`src/rtl/fpd_pkg.sv`:
```
package fpd_pkg;

  typedef enum logic {
    FIELD_ONE = 1'b0,
    FIELD_TWO = 1'b1
  } field_id_e;

  // Reference edge test: rise when lead is selected, fall otherwise.
  function automatic logic pick_edge(input logic cur, input logic prev, input logic lead);
    return lead ? (cur & ~prev) : (~cur & prev);
  endfunction

  // Blanking window open at the compare edge means field one.
  function automatic field_id_e field_from_window(input logic in_win);
    return in_win ? FIELD_ONE : FIELD_TWO;
  endfunction

endpackage

```
`src/rtl/fpd_sync.sv`:
```
module fpd_sync #(
  parameter int STAGES = 2
) (
  input  logic clk,
  input  logic rst_n,
  input  logic d,
  output logic q
);
  localparam int LAST = STAGES - 1;

  logic [LAST:0] chain;

  generate
    if (STAGES == 1) begin : g_single
      always_ff @(posedge clk) begin
        if (!rst_n) chain <= '0;
        else        chain <= d;
      end
    end else begin : g_multi
      always_ff @(posedge clk) begin
        if (!rst_n) chain <= '0;
        else        chain <= {chain[LAST-1:0], d};
      end
    end
  endgenerate

  assign q = chain[LAST];
endmodule

```
`src/rtl/fpd_edge_pick.sv`:
```
module fpd_edge_pick
  import fpd_pkg::*;
(
  input  logic clk,
  input  logic rst_n,
  input  logic vsync,
  input  logic hblank,
  input  logic lead_sel,
  output logic edge_now,
  output logic evt_valid,
  output logic evt_inwin
);
  logic prev_q;

  assign edge_now = pick_edge(vsync, prev_q, lead_sel);

  always_ff @(posedge clk) begin
    if (!rst_n) begin
      prev_q    <= 1'b0;
      evt_valid <= 1'b0;
      evt_inwin <= 1'b0;
    end else begin
      prev_q    <= vsync;
      evt_valid <= edge_now;
      evt_inwin <= edge_now & hblank;
    end
  end
endmodule

```
`src/rtl/fpd_field_track.sv`:
```
module fpd_field_track
  import fpd_pkg::*;
(
  input  logic clk,
  input  logic rst_n,
  input  logic evt_valid,
  input  logic evt_inwin,
  output logic strobe,
  output logic is_second,
  output logic seen
);
  field_id_e field_q;

  always_ff @(posedge clk) begin
    if (!rst_n) begin
      field_q <= FIELD_ONE;
      strobe  <= 1'b0;
      seen    <= 1'b0;
    end else begin
      strobe <= evt_valid;
      if (evt_valid) begin
        field_q <= field_from_window(evt_inwin);
        seen    <= 1'b1;
      end
    end
  end

  assign is_second = (field_q == FIELD_TWO);
endmodule

```
`src/rtl/field_parity_detector.sv`:
```
module field_parity_detector #(
  parameter int SYNC_STAGES = 2
) (
  input  logic clk_2h,
  input  logic rst_n,
  input  logic vdrive_in,
  input  logic hblank_in,
  input  logic lead_edge_sel,
  output logic field_is_second,
  output logic field_start,
  output logic edge_seen
);
  logic vsync;
  logic edge_now;
  logic evt_valid;
  logic evt_inwin;

  fpd_sync #(.STAGES(SYNC_STAGES)) u_sync (
    .clk   (clk_2h),
    .rst_n (rst_n),
    .d     (vdrive_in),
    .q     (vsync)
  );

  fpd_edge_pick u_pick (
    .clk       (clk_2h),
    .rst_n     (rst_n),
    .vsync     (vsync),
    .hblank    (hblank_in),
    .lead_sel  (lead_edge_sel),
    .edge_now  (edge_now),
    .evt_valid (evt_valid),
    .evt_inwin (evt_inwin)
  );

  fpd_field_track u_track (
    .clk       (clk_2h),
    .rst_n     (rst_n),
    .evt_valid (evt_valid),
    .evt_inwin (evt_inwin),
    .strobe    (field_start),
    .is_second (field_is_second),
    .seen      (edge_seen)
  );
endmodule

```
`config.mk`:
```
export PLATFORM = sky130hd
export DESIGN_NAME = field_parity_detector
export DESIGN_NICKNAME = d
export VERILOG_FILES = /design/src/rtl/fpd_pkg.sv /design/src/rtl/fpd_sync.sv /design/src/rtl/fpd_edge_pick.sv /design/src/rtl/fpd_field_track.sv /design/src/rtl/field_parity_detector.sv
export SDC_FILE = /design/constraint.sdc
export NUM_CORES = 1
export LEC_CHECK = 0
export BUFFER_PORTS_ARGS = -buffer_cell sky130_fd_sc_hd__buf_2
export CAP_MARGIN = 20
export CORE_AREA = 2 2 39 41
export CTS_BUF_LIST = sky130_fd_sc_hd__clkbuf_16
export DETAILED_ROUTE_END_ITERATION = 8
export DIE_AREA = 0 0 41 43
export GPL_ROUTABILITY_DRIVEN = 0
export PLACE_DENSITY = 0.43
export SLEW_MARGIN = 25
export SYNTH_ARGS = -nofsm -noshare
export SYNTH_HDL_FRONTEND = slang
export SYNTH_SLANG_ARGS = --single-unit
```
`constraint.sdc`:
```
create_clock -name clk_2h -period 0.8 [get_ports clk_2h]
set_input_delay 0.08 -clock clk_2h [delete_from_list [all_inputs] [get_ports clk_2h]]
set_output_delay 0.08 -clock clk_2h [all_outputs]
set_load 0.03 [all_outputs]
```
==> results of run 1 <==
[kinds of logic (layout without fill, tap and decap cells)]
logic type | count (synthesis) | after routing | synth area share [%]
compound gates | 3 | 3 | 10.3
buf+inv | 0 | 10 | 0
flops | 8 | 8 | 66.0
simple gates | 8 | 8 | 23.7
[cells in the mapped netlist]
library cell / count
a21boi_1: 1
and2_2: 4
dfxtp_1: 8
nand2_1: 2
nand4b_1: 1
nand4bb_1: 1
o211a_1: 1
o21a_1: 1
[registers in the layout (all words and copies together), names as in the netlist]
name and cells:
u_track.seen 1, u_pick.evt_valid 1, u_track.strobe 1, u_track.is_second 1, u_pick.evt_inwin 1, u_sync.chain 2, u_pick.prev_q 1
[metrics by stage]
stage,utilization [%],total power (W),hold WS (ns),std cells
4_1_cts,27.3,0.00130,0.0723,45
3_5_place_dp,21.5,0.000463,0.307,42
3_3_place_gp,21.5,0.000461,0.302,42
2_1_floorplan,-,0.000443,0.198,19
6_report,28.1,0.00129,0.0706,45
5_1_grt,28.1,0.00133,0.0739,45
[worst max-delay path by stage]
stage                                 start           endpoint  slack (ns)  cells after the start
after floorplan           u_track.is_second  u_track.is_second        0.07                      1
after detailed placement    u_sync.chain[1]   u_pick.evt_inwin        0.11                      2
final                          u_track.seen          edge_seen        0.03                      1
after CTS                    u_track.strobe        field_start      0.0006                      1
after global routing           u_track.seen          edge_seen       0.004                      1
after global placement        u_pick.prev_q   u_pick.evt_inwin        0.11                      2
[what timing repair did]
item	CTS	global route
hold buffers	0	0
gates resized for setup	2	5
setup buffers	0	0
endpoints found under the setup margin	2	3
[layout make-up]
type	count	area, µm²
flip-flops and latches	8	161
fillers	147	995
clock buffers	3	75.1
multi-input cells	11	82.6
repair buffers	7	50.0
well taps	16	20.0
[layer usage]
layer | track usage [%] | share of wire, %
met5 | 0 | 0
met4 | 4.00 | 0
met3 | 7.85 | 17
met2 | 6.88 | 38
met1 | 7.57 | 45
[power by group through the flow]
stage	sequential [W]	clock, W	combinational (W)
after floorplan	0.000431	0	0.0000121
after global placement	0.000424	0	0.0000374
after detailed placement	0.000424	0	0.0000393
after CTS	0.000418	0.000838	0.0000409
after global routing	0.000420	0.000865	0.0000464
final	0.000419	0.000827	0.0000426
[placed cells by master, fill, tap and decap left out]
cell type	synthesis	layout
dfxtp_1	8	7
and2_2	4	4
buf_2	0	4
clkbuf_16	0	3
nand2_1	2	2
buf_6	0	2
nand4bb_1	1	1
nand4b_1	1	1
a21boi_1	1	1
o211a_1	1	1
o21a_1	1	1
buf_4	0	1
dfxtp_2	0	1
==> results_dict.tcl, run 1 <==
set metrics [dict create \
    cts.sinks 8 \
    internal_power_w 0.00108 \
    grt_antenna_before_repair 0 \
    r2r_cells 2 \
    rows 14 \
    critPathSlowestCell "dfxtp_1" \
    drt_first_pass_iters 2 \
    critical-path-top-delay-family "flip-flops" \
    die-area_um2 1760 \
    slew_headroom_pct 92.2 \
    post_dp_cell_area_um2 298 \
    ir_drop_v 0.00163 \
    max_stage_delay_ns 0.33 \
    yosys.area.top_type_share_pct 66.0 \
    min_path_type "in2reg" \
    core_area_um2 1380 \
    synth-seq-area-share_pct 66.0 \
    timing.rr.start "u_pick.prev_q" \
    drv_slew 0 \
    vias 169 \
    postSynthCellCount 19 \
    wl_per_cell_um 8.58 \
    cp_data_arrival_time_ns 0.69 \
    netlist_area_um2 243 \
    synth-seq-cells 8 \
    status "finished clean" \
    crit_type "reg2out" \
    path_cells "buf_6" \
    hold_viol 0 \
    clockBufferDepth 2 \
    syn_area_per_cell_um2 12.8 \
    grt_max_degree 9 \
    n_antenna_cell 0 \
    period_needed_ns 0.770 \
    synth_nets 24 \
    p_comb_share_pct 3.3 \
    cap_violations 0 \
    synth_area_leaders "dfxtp_1, and2_2, nand4bb_1" \
    fin_area_um2 389 \
    die_h_um 43 \
    overflow 0 \
    setup_viol 0 \
    post-place-ws_ns 0.112 \
    path_max_fanout 2 \
    numCtsBuffers 3 \
    routed_via_density 3.76 \
    start_util_pct 17.5 \
    yosys_warnings 0 \
    rrSetupSlack_ns 0.10 \
    worst_pin_slew_ns 0.117 \
    routed_wl_um 386 \
    hold_end "u_sync.chain[0]" \
    yosysTopAreaCell "dfxtp_1" \
    grt_pass1_vias 150 \
    worstHoldStart "vdrive_in" \
    portBuffers 7 \
    clkPwrFrac_pct 64.2 \
    p_leak_nw 0.176 \
    reg2reg_to "u_pick.evt_inwin" \
    p_switching_w 0.000209 \
    grt_pass1_wl_um 669 \
    setup_ws_ns 0.0299 \
    die_x_um 41 \
    setup-tns-final_ns 0 \
    ios 8 \
    clk_latency_ns 0.23 \
    finClkSkew_ns 0.00171 \
    fmax_mhz 1300 \
    sw_frac_of_total_pct 16.2 \
    period_share_pct 96.3 \
    cp-end-kind "primary output" \
    drcViolationCount 0 \
    area_delta_synth_final_pct 60.3 \
    cts-root-buf "clkbuf_16" \
    min_delay_path_depth 2 \
    path_clk_slew_ns 0.04 \
    crit_required_ns 0.72 \
    ant_nets 0 \
    fin_nets 36 \
    first_iter_violations 1 \
    synth_cell_types 8 \
    crit_buf_inv 1 \
    grtUsageTotal_pct 6.67 \
    pwr-share-seq_pct 32.5 \
    drive_above_1_share_pct 51.7 \
    cts_tree "done" \
    power-per-cell-area_nw_per_um2 3310 \
    start_kind "register" \
    htreeDepth 1 \
    rsz0062_at_grt "no" \
]
(Power assumes the default switching activity.)
==> run 2, diff against run 1 <==
==> constraint.sdc (replaced) <==
create_clock -name clk_2h -period 0.9 [get_ports clk_2h]
set_input_delay 0.09 -clock clk_2h [delete_from_list [all_inputs] [get_ports clk_2h]]
set_output_delay 0.09 -clock clk_2h [all_outputs]
set_load 0.03 [all_outputs]
==> run 2 against run 1 <==
Net effect:
- wire length is the same
- critical path depth is the same
- total power shrank 12%
- sequential power shrank 11%
- setup slack gained 0.035 ns
- clock skew shrank 0.00096 ns
- via count shrank 0.59%
- clock-buffer cell count is the same
- first-iteration DRC count shrank 100%
- cell area shrank 4.2%
- worst hold slack gained 0.0078 ns
- non-clock buffer count is the same
- largest power group unchanged
==> results_dict.tcl, run 2 (synthesis gave the netlist of run 1 again) <==
set metrics [dict create \
    post_dp_cell_area_um2 298 \
    grt_antenna_before_repair 0 \
    period_needed_ns 0.835 \
    fin_nets 36 \
    period_share_pct 92.8 \
    mostFrequentLayoutCells "dfxtp_1, buf_2, and2_2" \
    grt_pass1_vias 187 \
    min_path_type "in2reg" \
    start_kind "register" \
    routed_wl_um 386 \
    area_delta_synth_final_pct 53.6 \
    power-per-cell-area_nw_per_um2 3060 \
    finClkSkew_ns 0.000750 \
    crit_type "reg2out" \
    post_cts_buffers 0 \
    path_clk_slew_ns 0.04 \
    fmax_mhz 1200 \
    path_cells "buf_2" \
    setup-tns-final_ns 0 \
    routed_via_density 3.73 \
    setup_viol 0 \
    htreeDepth 1 \
    drive_above_1_share_pct 48.3 \
    cp-end-kind "primary output" \
    status "finished clean" \
    grt_max_degree 9 \
    grt_pass1_wl_um 696 \
    ir_drop_v 0.00112 \
    fin_area_um2 373 \
    power.total_w 0.00114 \
    cts-root-buf "clkbuf_16" \
    die-area_um2 1760 \
    drcViolationCount 0 \
    n_antenna_cell 0 \
    critPathSlowestCell "dfxtp_1" \
    rows 14 \
    finalNonFillerCells 45 \
    cts_resized 0 \
    crit_buf_inv 1 \
    clockBufferDepth 2 \
    max_stage_delay_ns 0.32 \
    final_common_cell "dfxtp_1" \
    holdBufCountCts 0 \
    cts.sinks 8 \
    placed_cells 42 \
    top_register "u_sync.chain" \
    ant_nets 0 \
    cts_tree "done" \
    critical-path-top-delay-family "flip-flops" \
    ios 8 \
    slew_headroom_pct 89.8 \
    worst_pin_slew_ns 0.155 \
    numCtsBuffers 3 \
    cap_violations 0 \
    wl_per_cell_um 8.58 \
    core_area_um2 1380 \
    drv_slew 0 \
    clk_latency_ns 0.23 \
    grtUsageTotal_pct 7.27 \
    p_leak_nw 0.174 \
    first_iter_violations 0 \
    drt_first_pass_iters 1 \
    crit_required_ns 0.81 \
    die_h_um 43 \
    rsz0062_at_grt "no" \
    die_x_um 41 \
    cp_data_arrival_time_ns 0.75 \
    overflow 0 \
    start_util_pct 17.5 \
    largest_register_ffs 2 \
    path_max_fanout 2 \
    vias 168 \
    portBuffers 7 \
    hold_viol 0 \
]
-- run 2: cell counts in the layout (fill, tap and decap cells not counted) --
No cell type changed its count.
-- run 2: path summary, 6_finish.rpt --
check | from | slack [ns] | end | depth (start not counted)
setup / recovery | u_track.seen | 0.06 | edge_seen | 1
hold / removal | vdrive_in | 0.08 | u_sync.chain[0] | 2
setup reg to reg | u_sync.chain[1] | 0.20 | u_pick.evt_inwin | 2
hold reg to reg | u_sync.chain[0] | 0.45 | u_sync.chain[1] | 1
-- run 2: layout make-up --
class                      instances  area, µm²
fill                             143       1010
sequential                         8        160
multi-input combinational         11       82.6
clock buffer                       3       75.1
timing repair buffer               7       35.0
tap                               16       20.0
-- run 2: through the flow --
step	hold slack, ns	worst slack, ns	utilization, %
2_1_floorplan	0.208	0.170	-
3_3_place_gp	0.313	0.227	21.5
3_5_place_dp	0.314	0.197	21.5
4_1_cts	0.0727	0.0497	26.9
5_1_grt	0.0838	0.0244	26.9
6_report	0.0784	0.0648	26.9
-- run 2: where the power goes --
group / internal [W] / leakage (nW) / switching (W)
sequential: 0.000367 / 0.0652 / 0.00000451
clock: 0.000572 / 0.0370 / 0.000162
combinational: 0.0000173 / 0.0720 / 0.0000161
-- run 2: per-layer routing --
metal / track usage [%] / up-vias / part of all wire (%)
met5: 0 / - / 0
met4: 8.00 / 0 / 2.6
met3: 7.85 / 2 / 15
met2: 8.44 / 10 / 40
met1: 5.88 / 71 / 42
li1: - / 85 / -
==> run 3, diff against run 2 <==
--- a/config.mk
+++ b/config.mk
@@ -5,14 +5,15 @@
 export SDC_FILE = /design/constraint.sdc
 export NUM_CORES = 1
 export LEC_CHECK = 0
-export BUFFER_PORTS_ARGS = -buffer_cell sky130_fd_sc_hd__buf_2
+export ABC_AREA = 1
 export CAP_MARGIN = 20
 export CORE_AREA = 2 2 39 41
 export CTS_BUF_LIST = sky130_fd_sc_hd__clkbuf_16
 export DETAILED_ROUTE_END_ITERATION = 8
 export DIE_AREA = 0 0 41 43
+export DONT_BUFFER_PORTS = 1
 export GPL_ROUTABILITY_DRIVEN = 0
-export PLACE_DENSITY = 0.43
+export PLACE_DENSITY = 0.39
 export SLEW_MARGIN = 25
 export SYNTH_ARGS = -nofsm -noshare
 export SYNTH_HDL_FRONTEND = slang
==> run 3 against run 2 <==
Net effect:
- combinational power increased by 19%
- synthesized cell count increased by 63%
- highest routed layer is now met3
- critical path type unchanged
- largest cell class unchanged
- worst hold slack got worse by 0.073 ns
- critical endpoint is now field_start
- area after synthesis increased by 5.7%
- largest power group unchanged
==> results_dict.tcl, run 3 <==
set metrics [dict create \
    numCtsBuffers 3 \
    post_dp_cell_area_um2 292 \
    period_share_pct 88.5 \
    worst_pin_slew_ns 0.290 \
    grt_antenna_before_repair 0 \
    die_h_um 43 \
    crit_required_ns 0.81 \
    drcViolationCount 0 \
    clk_latency_ns 0.23 \
    cts-root-buf "clkbuf_16" \
    synth_area_leaders "dfxtp_1, nand2_1, inv_1" \
    yosys.area.top_type_share_pct 62.4 \
    power-per-cell-area_nw_per_um2 2870 \
    yosysTopAreaCell "dfxtp_1" \
    n_antenna_cell 0 \
    netlist_area_um2 256 \
    hold_viol 0 \
    synth-async-reset-ratio_pct 0 \
    routed_via_density 3.73 \
    drt_first_pass_iters 2 \
    fin_nets 46 \
    path_max_fanout 1 \
    grt_pass1_vias 165 \
    synth_edf_count 0 \
    p_leak_nw 0.219 \
    drv_slew 0 \
    dpl.hpwl_um 297 \
    rsz0062_at_grt "no" \
    synth_flop_cell "dfxtp_1" \
    yosys_warnings 0 \
    portBuffers 0 \
    status "finished clean" \
    period_needed_ns 0.796 \
    drive_above_1_share_pct 20.5 \
    min_path_type "in2reg" \
    crit_type "reg2out" \
    synth_nets 36 \
    ant_nets 0 \
    first_iter_violations 5 \
    grtUsageTotal_pct 6.64 \
    cts_tree "done" \
    fmax_mhz 1260 \
    largest_register_ffs 2 \
    grt_pass1_wl_um 648 \
    ios 8 \
    grt_max_degree 6 \
    top_register "u_sync.chain" \
    setup-tns-final_ns 0 \
    setup_viol 0 \
    overflow 0 \
    htreeDepth 1 \
    path_clk_slew_ns 0.04 \
    ys_top_cells_by_count "dfxtp_1, nand2_1, inv_1, nor2_1" \
    start_util_pct 18.5 \
    syn_area_per_cell_um2 8.27 \
    finClkSkew_ns 0.00270 \
    rows 14 \
    post_cts_buffers 0 \
    cp_data_arrival_time_ns 0.71 \
    vias 205 \
    core_area_um2 1380 \
    area_delta_synth_final_pct 55.6 \
    die_x_um 41 \
    ir_drop_v 0.00178 \
    clockBufferDepth 2 \
    routed_wl_um 421 \
    synth-seq-cells 8 \
    wl_per_cell_um 7.65 \
    synth-seq-area-share_pct 62.4 \
    mostFrequentLayoutCells "nand2_1, dfxtp_1, inv_1" \
    slew_headroom_pct 80.6 \
    start_kind "register" \
    synth_cell_types 9 \
    die-area_um2 1760 \
    fin_area_um2 399 \
    cap_violations 0 \
    postSynthCellCount 31 \
    cts.sinks 8 \
    cp-end-kind "primary output" \
]
## run 3: cell types whose count changed in the layout (fill, tap and decap cells not counted), moves of 2 or more
| cell | previous run | this run |
|---|---|---|
| buf_4 | 0 | 2 |
| buf_2 | 7 | 0 |
| and2_2 | 4 | 0 |
| nor2_1 | 0 | 3 |
| nand2_1 | 2 | 8 |
| inv_1 | 0 | 7 |
| dlygate4sd3_1 | 0 | 2 |
## run 3: report_power, final
part,internal (W),switching (W)
sequential,0.000367,0.00000564
combinational,0.0000197,0.0000202
clock,0.000571,0.000161
## run 3: timing repair
| item | CTS | global route |
|---|---|---|
| hold buffers | 3 | 0 |
| resized for setup | 0 | 1 |
| endpoints found under the hold margin | 6 | 0 |
| endpoints found under the setup margin | 0 | 1 |
## run 3: logic make-up (layout without fill, tap and decap cells)
group	Yosys count	in the layout	synth area share, %
AOI/OAI and AO/OA	3	3	7.31
and+or+nand+nor	12	12	18.5
DFF	8	8	62.4
buffers and inverters	8	16	11.7
## run 3: metal layers
metal,GRT usage (%),wire (µm)
met1,6.15,187
met2,7.19,181
met3,9.42,52
met4,4.00,0
met5,0,0
## run 3: through the flow
step / cells / setup slack (ns) / hold slack [ns] / power (W) / utilization [%]
5_1_grt: 55 / 0.0660 / 0.0269 / 0.00120 / 28.8
6_report: 55 / 0.104 / 0.00530 / 0.00115 / 28.8
2_1_floorplan: 31 / 0.144 / 0.183 / 0.000398 / -
4_1_cts: 55 / 0.0105 / 0.00395 / 0.00117 / 28.7
3_3_place_gp: 49 / 0.236 / 0.189 / 0.000405 / 21.1
3_5_place_dp: 49 / 0.197 / 0.190 / 0.000405 / 21.1
## run 3: path summary, 6_finish.rpt
check        cells after the start                end             start  slack (ns)
max reg2reg                      4   u_pick.evt_inwin     u_pick.prev_q        0.21
min                              2  u_track.is_second             rst_n       0.005
max                              0        field_start    u_track.strobe        0.10
min reg2reg                      1  u_track.is_second  u_pick.evt_inwin        0.40
## run 3: final cells by class
cell class | instances | area, µm²
Fill cell | 146 | 985
Sequential cell | 8 | 160
Clock buffer | 3 | 75.1
Multi-Input combinational cell | 15 | 66.3
Timing Repair Buffer | 5 | 47.5
Inverter | 8 | 30.0
Tap cell | 16 | 20.0
